**config.mk**
```make
export PLATFORM = sky130hd
export DESIGN_NAME = adc_seq
export DESIGN_NICKNAME = d
export VERILOG_FILES = /design/src/rtl/adc_seq_pkg.sv /design/src/rtl/adc_prescaler.sv /design/src/rtl/adc_trig_sync.sv /design/src/rtl/adc_seq.sv
export SDC_FILE = /design/constraint.sdc
export NUM_CORES = 1
export LEC_CHECK = 0
export ABC_AREA = 1
export BUFFER_PORTS_ARGS = -buffer_cell sky130_fd_sc_hd__clkbuf_2
export CAP_MARGIN = 0
export CORE_MARGIN = 8
export CORE_UTILIZATION = 25
export CTS_BUF_LIST = sky130_fd_sc_hd__clkbuf_4 sky130_fd_sc_hd__clkbuf_8
export DETAILED_ROUTE_END_ITERATION = 8
export GPL_TIMING_DRIVEN = 1
export PLACE_DENSITY = 0.5
export SETUP_SLACK_MARGIN = 0.2
export SYNTH_ARGS = -nofsm -noshare
export SYNTH_HDL_FRONTEND = slang
export SYNTH_SLANG_ARGS = --single-unit
```
**constraint.sdc**
```tcl
create_clock -name clk -period 3.2 [get_ports clk]
set_input_delay 0.48 -clock clk [delete_from_list [all_inputs] [get_ports clk]]
set_output_delay 0.48 -clock clk [all_outputs]
set_load 0.005 [all_outputs]
```
**src/rtl/adc_seq_pkg.sv**
```systemverilog
package adc_seq_pkg;
    localparam int RES_W      = 10;
    localparam int PRESC_W    = 7;
    localparam int SEL_W      = 3;
    localparam int NORM_LEN   = 13;
    localparam int FIRST_LEN  = 25;
    // sample points counted in half ADC cycles from conversion start
    localparam int NORM_SH_H  = 3;
    localparam int FIRST_SH_H = 27;
    localparam int TRIG_SH_H  = 4;
    localparam int HCNT_W     = $clog2(2 * FIRST_LEN + 1);
    localparam int LEFT_W     = $clog2(RES_W + 1);

    typedef struct packed {
        logic               pend;
        logic               conv;
        logic               trig;
        logic               long_c;
        logic               first;
        logic [HCNT_W-1:0]  hcnt;
        logic [LEFT_W-1:0]  left;
        logic [RES_W-1:0]   trial;
        logic [RES_W-1:0]   result;
        logic               flag;
    } seq_state_t;
endpackage

```
**src/rtl/adc_prescaler.sv**
```systemverilog
module adc_prescaler #(
    parameter int PRESC_W = 7,
    parameter int SEL_W   = 3
) (
    input  logic             clk,
    input  logic             rst_n,
    input  logic             run,
    input  logic             clr,
    input  logic [SEL_W-1:0] sel,
    output logic             rise,
    output logic             fall
);
    logic [PRESC_W-1:0] cnt_d, cnt_q;
    logic [PRESC_W-1:0] mask;
    logic [SEL_W-1:0]   shamt;

    always_comb begin
        shamt = (sel == '0) ? SEL_W'(1) : sel;
        mask  = ~({PRESC_W{1'b1}} << shamt);
        cnt_d = (!run || clr) ? '0 : cnt_q + 1'b1;
        rise  = run && ((cnt_q & mask) == mask);
        fall  = run && ((cnt_q & mask) == (mask >> 1));
    end

    always_ff @(posedge clk or negedge rst_n) begin
        if (!rst_n) cnt_q <= '0;
        else        cnt_q <= cnt_d;
    end
endmodule

```
**src/rtl/adc_trig_sync.sv**
```systemverilog
module adc_trig_sync #(
    parameter int STAGES = 2
) (
    input  logic clk,
    input  logic rst_n,
    input  logic trig_async,
    output logic trig_edge
);
    logic [STAGES:0] sync_d, sync_q;

    always_comb begin
        sync_d    = {sync_q[STAGES-1:0], trig_async};
        trig_edge = sync_q[STAGES-1] & ~sync_q[STAGES];
    end

    always_ff @(posedge clk or negedge rst_n) begin
        if (!rst_n) sync_q <= '0;
        else        sync_q <= sync_d;
    end
endmodule

```
**src/rtl/adc_seq.sv**
```systemverilog
module adc_seq
    import adc_seq_pkg::*;
(
    input  logic             clk,
    input  logic             rst_n,
    input  logic             enable,
    input  logic [SEL_W-1:0] div_sel,
    input  logic             start_req,
    input  logic             auto_trig,
    input  logic             trig_in,
    input  logic             diff_mode,
    input  logic             cmp_in,
    input  logic             flag_clr,
    output logic             busy,
    output logic             adc_tick,
    output logic             sh_strobe,
    output logic             bit_step,
    output logic [RES_W-1:0] dac_code,
    output logic [RES_W-1:0] result,
    output logic             done_flag
);
    localparam logic [HCNT_W-1:0] NORM_LIM  = HCNT_W'(2 * NORM_LEN - 1);
    localparam logic [HCNT_W-1:0] FIRST_LIM = HCNT_W'(2 * FIRST_LEN - 1);

    seq_state_t d, q;
    logic rise, fall, half, trig_edge, trig_go, sw_go, fin;
    logic [HCNT_W-1:0] hs;
    logic [LEFT_W-1:0] idx;

    adc_prescaler #(.PRESC_W(PRESC_W), .SEL_W(SEL_W)) u_presc (
        .clk(clk), .rst_n(rst_n), .run(enable), .clr(trig_go),
        .sel(div_sel), .rise(rise), .fall(fall)
    );

    adc_trig_sync #(.STAGES(2)) u_sync (
        .clk(clk), .rst_n(rst_n), .trig_async(trig_in), .trig_edge(trig_edge)
    );

    always_comb begin
        half      = rise | fall;
        busy      = q.pend | q.conv;
        hs        = q.trig ? HCNT_W'(TRIG_SH_H) : (q.long_c ? HCNT_W'(FIRST_SH_H) : HCNT_W'(NORM_SH_H));
        trig_go   = auto_trig && enable && !busy && trig_edge;
        sw_go     = q.pend && rise;
        sh_strobe = q.conv && half && (q.hcnt == hs - 1'b1);
        bit_step  = q.conv && rise && (q.left != '0) && (q.hcnt >= hs);
        fin       = q.conv && half && (q.hcnt == (q.long_c ? FIRST_LIM : NORM_LIM));
        idx       = q.left - 1'b1;

        d = q;
        if (flag_clr) d.flag = 1'b0;
        if (!enable) begin
            d.pend  = 1'b0;
            d.conv  = 1'b0;
            d.first = 1'b1;
        end else if (sw_go || trig_go) begin
            d.pend   = 1'b0;
            d.conv   = 1'b1;
            d.trig   = trig_go;
            d.long_c = q.first || (diff_mode && auto_trig);
            d.first  = 1'b0;
            d.hcnt   = '0;
            d.left   = '0;
            d.trial  = '0;
        end else if (q.conv) begin
            if (half) d.hcnt = q.hcnt + 1'b1;
            if (sh_strobe) begin
                d.trial = RES_W'(1) << (RES_W - 1);
                d.left  = LEFT_W'(RES_W);
            end
            if (bit_step) begin
                if (!cmp_in) d.trial[idx] = 1'b0;
                if (idx != '0) d.trial[idx - 1'b1] = 1'b1;
                d.left = idx;
            end
            if (fin) begin
                d.conv   = 1'b0;
                d.result = q.trial;
                d.flag   = 1'b1;
            end
        end else if (start_req) begin
            d.pend = 1'b1;
        end

        adc_tick  = rise;
        dac_code  = q.trial;
        result    = q.result;
        done_flag = q.flag;
    end

    always_ff @(posedge clk or negedge rst_n) begin
        if (!rst_n) begin
            q       <= '0;
            q.first <= 1'b1;
        end else begin
            q <= d;
        end
    end
endmodule

```
==> metrics.txt <==
# TYPE chip_impl_metric gauge
chip_impl_metric{name="post_drt_via_cell_ratio",unit=""} 4.25
chip_impl_info{name="min-delay-path-class",value="in -> async"} 1
chip_impl_metric{name="cts_max_level",unit=""} 2
chip_impl_metric{name="first_pass_iters",unit=""} 4
chip_impl_metric{name="timing_worst_slew_pin_value",unit="ns"} 0.527
chip_impl_info{name="tritoncts_clock_tree",value="built"} 1
chip_impl_metric{name="ir_drop",unit="mV"} 0.154
chip_impl_metric{name="synthDominantCellAreaShare",unit=""} 0.356
chip_impl_info{name="grt_setup_unrepaired",value="false"} 1
chip_impl_metric{name="setup_total_negative_slack",unit="ns"} 0
chip_impl_metric{name="nets_finish",unit=""} 464
chip_impl_metric{name="critical_path_arrival",unit="ns"} 2.20
chip_impl_metric{name="postLayoutSetupSlackWorst",unit="ns"} 0.524
chip_impl_metric{name="timing.clock.skew",unit="ns"} 0.0180
chip_impl_metric{name="die-width",unit="microns"} 128
chip_impl_metric{name="reg2reg_depth",unit=""} 14
chip_impl_metric{name="grt_pass1_wl",unit="microns"} 12800
chip_impl_metric{name="finalWirelength",unit="microns"} 7480
chip_impl_metric{name="slowest_delay",unit="ns"} 0.39
chip_impl_info{name="cp-start-kind",value="flip-flop"} 1
chip_impl_metric{name="clkLatencyLatePin",unit="ns"} 0.32
chip_impl_metric{name="ys_types",unit=""} 37
chip_impl_metric{name="detail-route-antenna-nets",unit=""} 0
chip_impl_metric{name="seq_area_frac_synth",unit=""} 0.365
chip_impl_metric{name="die_height",unit="microns"} 128
chip_impl_info{name="critical_path_class",value="reg -> out"} 1
chip_impl_metric{name="timing.final.max_slew_violations",unit=""} 0
chip_impl_info{name="critical_path.most_common_cell",value="sky130_fd_sc_hd__inv_1"} 1
chip_impl_metric{name="post-route-drc-count",unit=""} 0
chip_impl_metric{name="hold_ws",unit="ns"} 0.0108
chip_impl_metric{name="postPlaceCellArea",unit="sq mm"} 0.00335
chip_impl_metric{name="globalplace.congestion",unit=""} 0.868
chip_impl_metric{name="placement.setup.worst_slack",unit="ns"} 0.903
chip_impl_info{name="cts_root_buffer",value="sky130_fd_sc_hd__clkbuf_8"} 1
chip_impl_metric{name="crit_path_max_fo",unit=""} 17
chip_impl_metric{name="grt_usage",unit=""} 0.0959
chip_impl_info{name="worst_setup_path_startpoint",value="q[33]"} 1
chip_impl_metric{name="async_flop_share",unit=""} 1.00
chip_impl_metric{name="cts_setup_buffers",unit=""} 0
chip_impl_metric{name="power.density_cell_area",unit="mW/mm^2"} 367
chip_impl_metric{name="worst_setup_hold_path_clk_slew",unit="ns"} 0.08
chip_impl_metric{name="post_route_design_area",unit="sq mm"} 0.00344
chip_impl_metric{name="io_buffers",unit=""} 36
chip_impl_metric{name="die_area",unit="sq mm"} 0.0165
chip_impl_metric{name="antenna_cells_inserted",unit=""} 0
chip_impl_metric{name="antenna_found_initial",unit=""} 0
chip_impl_metric{name="drive_gt1_frac",unit=""} 0.195
chip_impl_metric{name="grt_pass1_vias",unit=""} 2628
chip_impl_metric{name="drtIter0Drc",unit=""} 131
chip_impl_metric{name="ioPinCount",unit=""} 37
chip_impl_info{name="run_status",value="complete, no violations"} 1
chip_impl_metric{name="final-hold-violation-count",unit=""} 0
chip_impl_metric{name="yosys_register_bits",unit=""} 46
chip_impl_metric{name="area_delta_synth_final",unit="%"} 8.87
chip_impl_info{name="cp_slowest_cell",value="sky130_fd_sc_hd__dfrtp_1"} 1
chip_impl_info{name="synthMostInstantiatedCell",value="sky130_fd_sc_hd__nand2_1"} 1
chip_impl_metric{name="fin_crit_sh",unit=""} 0.836
chip_impl_metric{name="max-slew-margin-rel",unit=""} 0.647
chip_impl_metric{name="report.final.setup_viol",unit=""} 0
chip_impl_metric{name="cp.required",unit="ns"} 2.72
chip_impl_info{name="yosysTopAreaCell",value="sky130_fd_sc_hd__dfrtp_1"} 1
chip_impl_metric{name="grt_overflow",unit=""} 0
chip_impl_metric{name="start_util",unit=""} 0.253
chip_impl_metric{name="yosysWarnings",unit=""} 0
chip_impl_metric{name="hpwlAfterDp",unit="microns"} 5980
chip_impl_metric{name="fill_cells",unit=""} 1375
chip_impl_info{name="synthFlopType",value="sky130_fd_sc_hd__dfrtp_1"} 1
chip_impl_metric{name="num_vias",unit=""} 2601
chip_impl_metric{name="numClockSinks",unit=""} 46
chip_impl_metric{name="netlist_area",unit="sq mm"} 0.00316
chip_impl_metric{name="synthesis.area_per_instance",unit="sq um"} 7.52
chip_impl_info{name="critical_path.cell_chain",value="inv_1 -> nand2_1 -> ha_1 -> inv_1 -> nor2_1 -> nand4_1 -> nand3_1 -> nand3_4 -> inv_4 -> clkbuf_2"} 1
chip_impl_metric{name="fin_util",unit=""} 0.276
chip_impl_info{name="yosys-top-cells-count",value="sky130_fd_sc_hd__nand2_1, sky130_fd_sc_hd__inv_1, sky130_fd_sc_hd__dfrtp_1, sky130_fd_sc_hd__nor2_1, sky130_fd_sc_hd__nand3_1"} 1
chip_impl_metric{name="synth_enable_flop_cells",unit=""} 0
chip_impl_metric{name="finalCriticalPeriod",unit="ns"} 2.68
chip_impl_metric{name="ctsResizeCount",unit=""} 0
chip_impl_metric{name="post_synth_inst_count",unit=""} 420
chip_impl_info{name="synth_area_leaders",value="sky130_fd_sc_hd__dfrtp_1, sky130_fd_sc_hd__nand2_1, sky130_fd_sc_hd__inv_1, sky130_fd_sc_hd__nand3_1, sky130_fd_sc_hd__ha_1"} 1
chip_impl_metric{name="std_cell_rows",unit=""} 41
chip_impl_metric{name="leakage",unit="nW"} 1.75
chip_impl_metric{name="syn-num-nets",unit=""} 445
chip_impl_metric{name="cap_viol_max_count",unit=""} 0
chip_impl_metric{name="ctsHoldBuffers",unit=""} 0
chip_impl_metric{name="fmax",unit="GHz"} 0.374
chip_impl_metric{name="cts_made_buffers",unit=""} 5
chip_impl_metric{name="routed_wire_length_per_instance",unit="microns"} 12.2
chip_impl_metric{name="placeableCoreArea",unit="sq mm"} 0.0125
chip_impl_info{name="worstReg2RegStart",value="q[33]"} 1
chip_impl_info{name="endpoint_kind",value="output port"} 1
chip_impl_metric{name="clock_path_buffers",unit=""} 2
chip_impl_metric{name="grt_max_degree",unit=""} 23
==> routing by layer <==
layer	share of wire	global-route usage	wire length [microns]	vias up
met5	0	0	0	-
met2	0.47	0.157	3480	45
met4	0.017	0.0357	128	0
met1	0.48	0.122	3560	1202
li1	-	-	-	1345
met3	0.041	0.0186	308	9
==> sequential cells by signal, summed over array words and instances, names as in the netlist <==
name,flops
q,15
done_flag,1
result,10
u_sync.sync_q,3
u_presc.cnt_q,7
dac_code,10
==> cell type report <==
class,instances,area (sq um),area share
Timing Repair Buffer,38,195,0.0567
Clock inverter,2,15.0,0.00437
Clock buffer,6,76.3,0.0222
Multi-Input combinational cell,283,1530,0.445
Tap cell,172,215,0.0626
Inverter,65,254,0.0738
Sequential cell,46,1150,0.335
==> per-stage QoR <==
step | cells | total power, mW
6_report | 612 | 1.26
5_1_grt | 612 | 1.34
4_1_cts | 612 | 1.28
3_5_place_dp | 604 | 0.894
3_3_place_gp | 604 | 0.887
2_1_floorplan | 420 | 0.819
==> path summary, 6_finish.rpt <==
path,endpoint,slack [ns]
max,bit_step,0.52
min,u_presc.cnt_q[0],0.01
max reg2reg,q[21],0.95
min reg2reg,u_sync.sync_q[1],0.36
max in group asynchronous,q[21],2.66
min in group clk,u_sync.sync_q[0],0.28
==> cell families (layout without fill, tap and decap cells) <==
kind of cell	count (synthesis)	in the layout	synth area share
XOR/XNOR	6	6	0.0166
buffers and inverters	91	111	0.150
flip-flops	46	46	0.365
AO/OA/AOI/OAI	36	36	0.0760
AND/OR/NAND/NOR	228	228	0.341
adder cells (fa/ha/maj)	13	13	0.0515
==> placed cells by master (no fill, tap or decap), types with 2 or more instances in the layout <==
cell	n
sky130_fd_sc_hd__o21ai_1	4
sky130_fd_sc_hd__nand2_4	2
sky130_fd_sc_hd__nor3_1	7
sky130_fd_sc_hd__o21ai_0	9
sky130_fd_sc_hd__clkinvlp_4	2
sky130_fd_sc_hd__dfrtp_1	45
sky130_fd_sc_hd__or2_2	2
sky130_fd_sc_hd__nand3_1	35
sky130_fd_sc_hd__nor2_4	2
sky130_fd_sc_hd__clkbuf_8	5
sky130_fd_sc_hd__a21oi_2	4
sky130_fd_sc_hd__inv_2	3
sky130_fd_sc_hd__o21bai_1	2
sky130_fd_sc_hd__nand4_1	11
sky130_fd_sc_hd__nor4_1	2
sky130_fd_sc_hd__nand2_1	114
sky130_fd_sc_hd__nand3_2	4
sky130_fd_sc_hd__buf_4	2
sky130_fd_sc_hd__ha_1	13
sky130_fd_sc_hd__a21oi_1	6
sky130_fd_sc_hd__clkbuf_2	36
sky130_fd_sc_hd__xor2_1	5
sky130_fd_sc_hd__nand2_2	5
sky130_fd_sc_hd__nor2_1	38
sky130_fd_sc_hd__inv_1	59
sky130_fd_sc_hd__o21ai_2	10
==> worst max-delay path: cells and delay by family, from the launching register on <==
kind                       cells  cell delay (ns)
adders and majority gates      1             0.29
DFF                            1             0.39
and+or+nand+nor                5             0.74
buffers and inverters          4             0.47
==> report_power, final <==
part	switching, mW	internal [mW]
Sequential	0.0357	0.610
Combinational	0.155	0.0855
Clock	0.213	0.163
Total	0.404	0.858
Note: power is estimated with default switching activity, not from simulation.
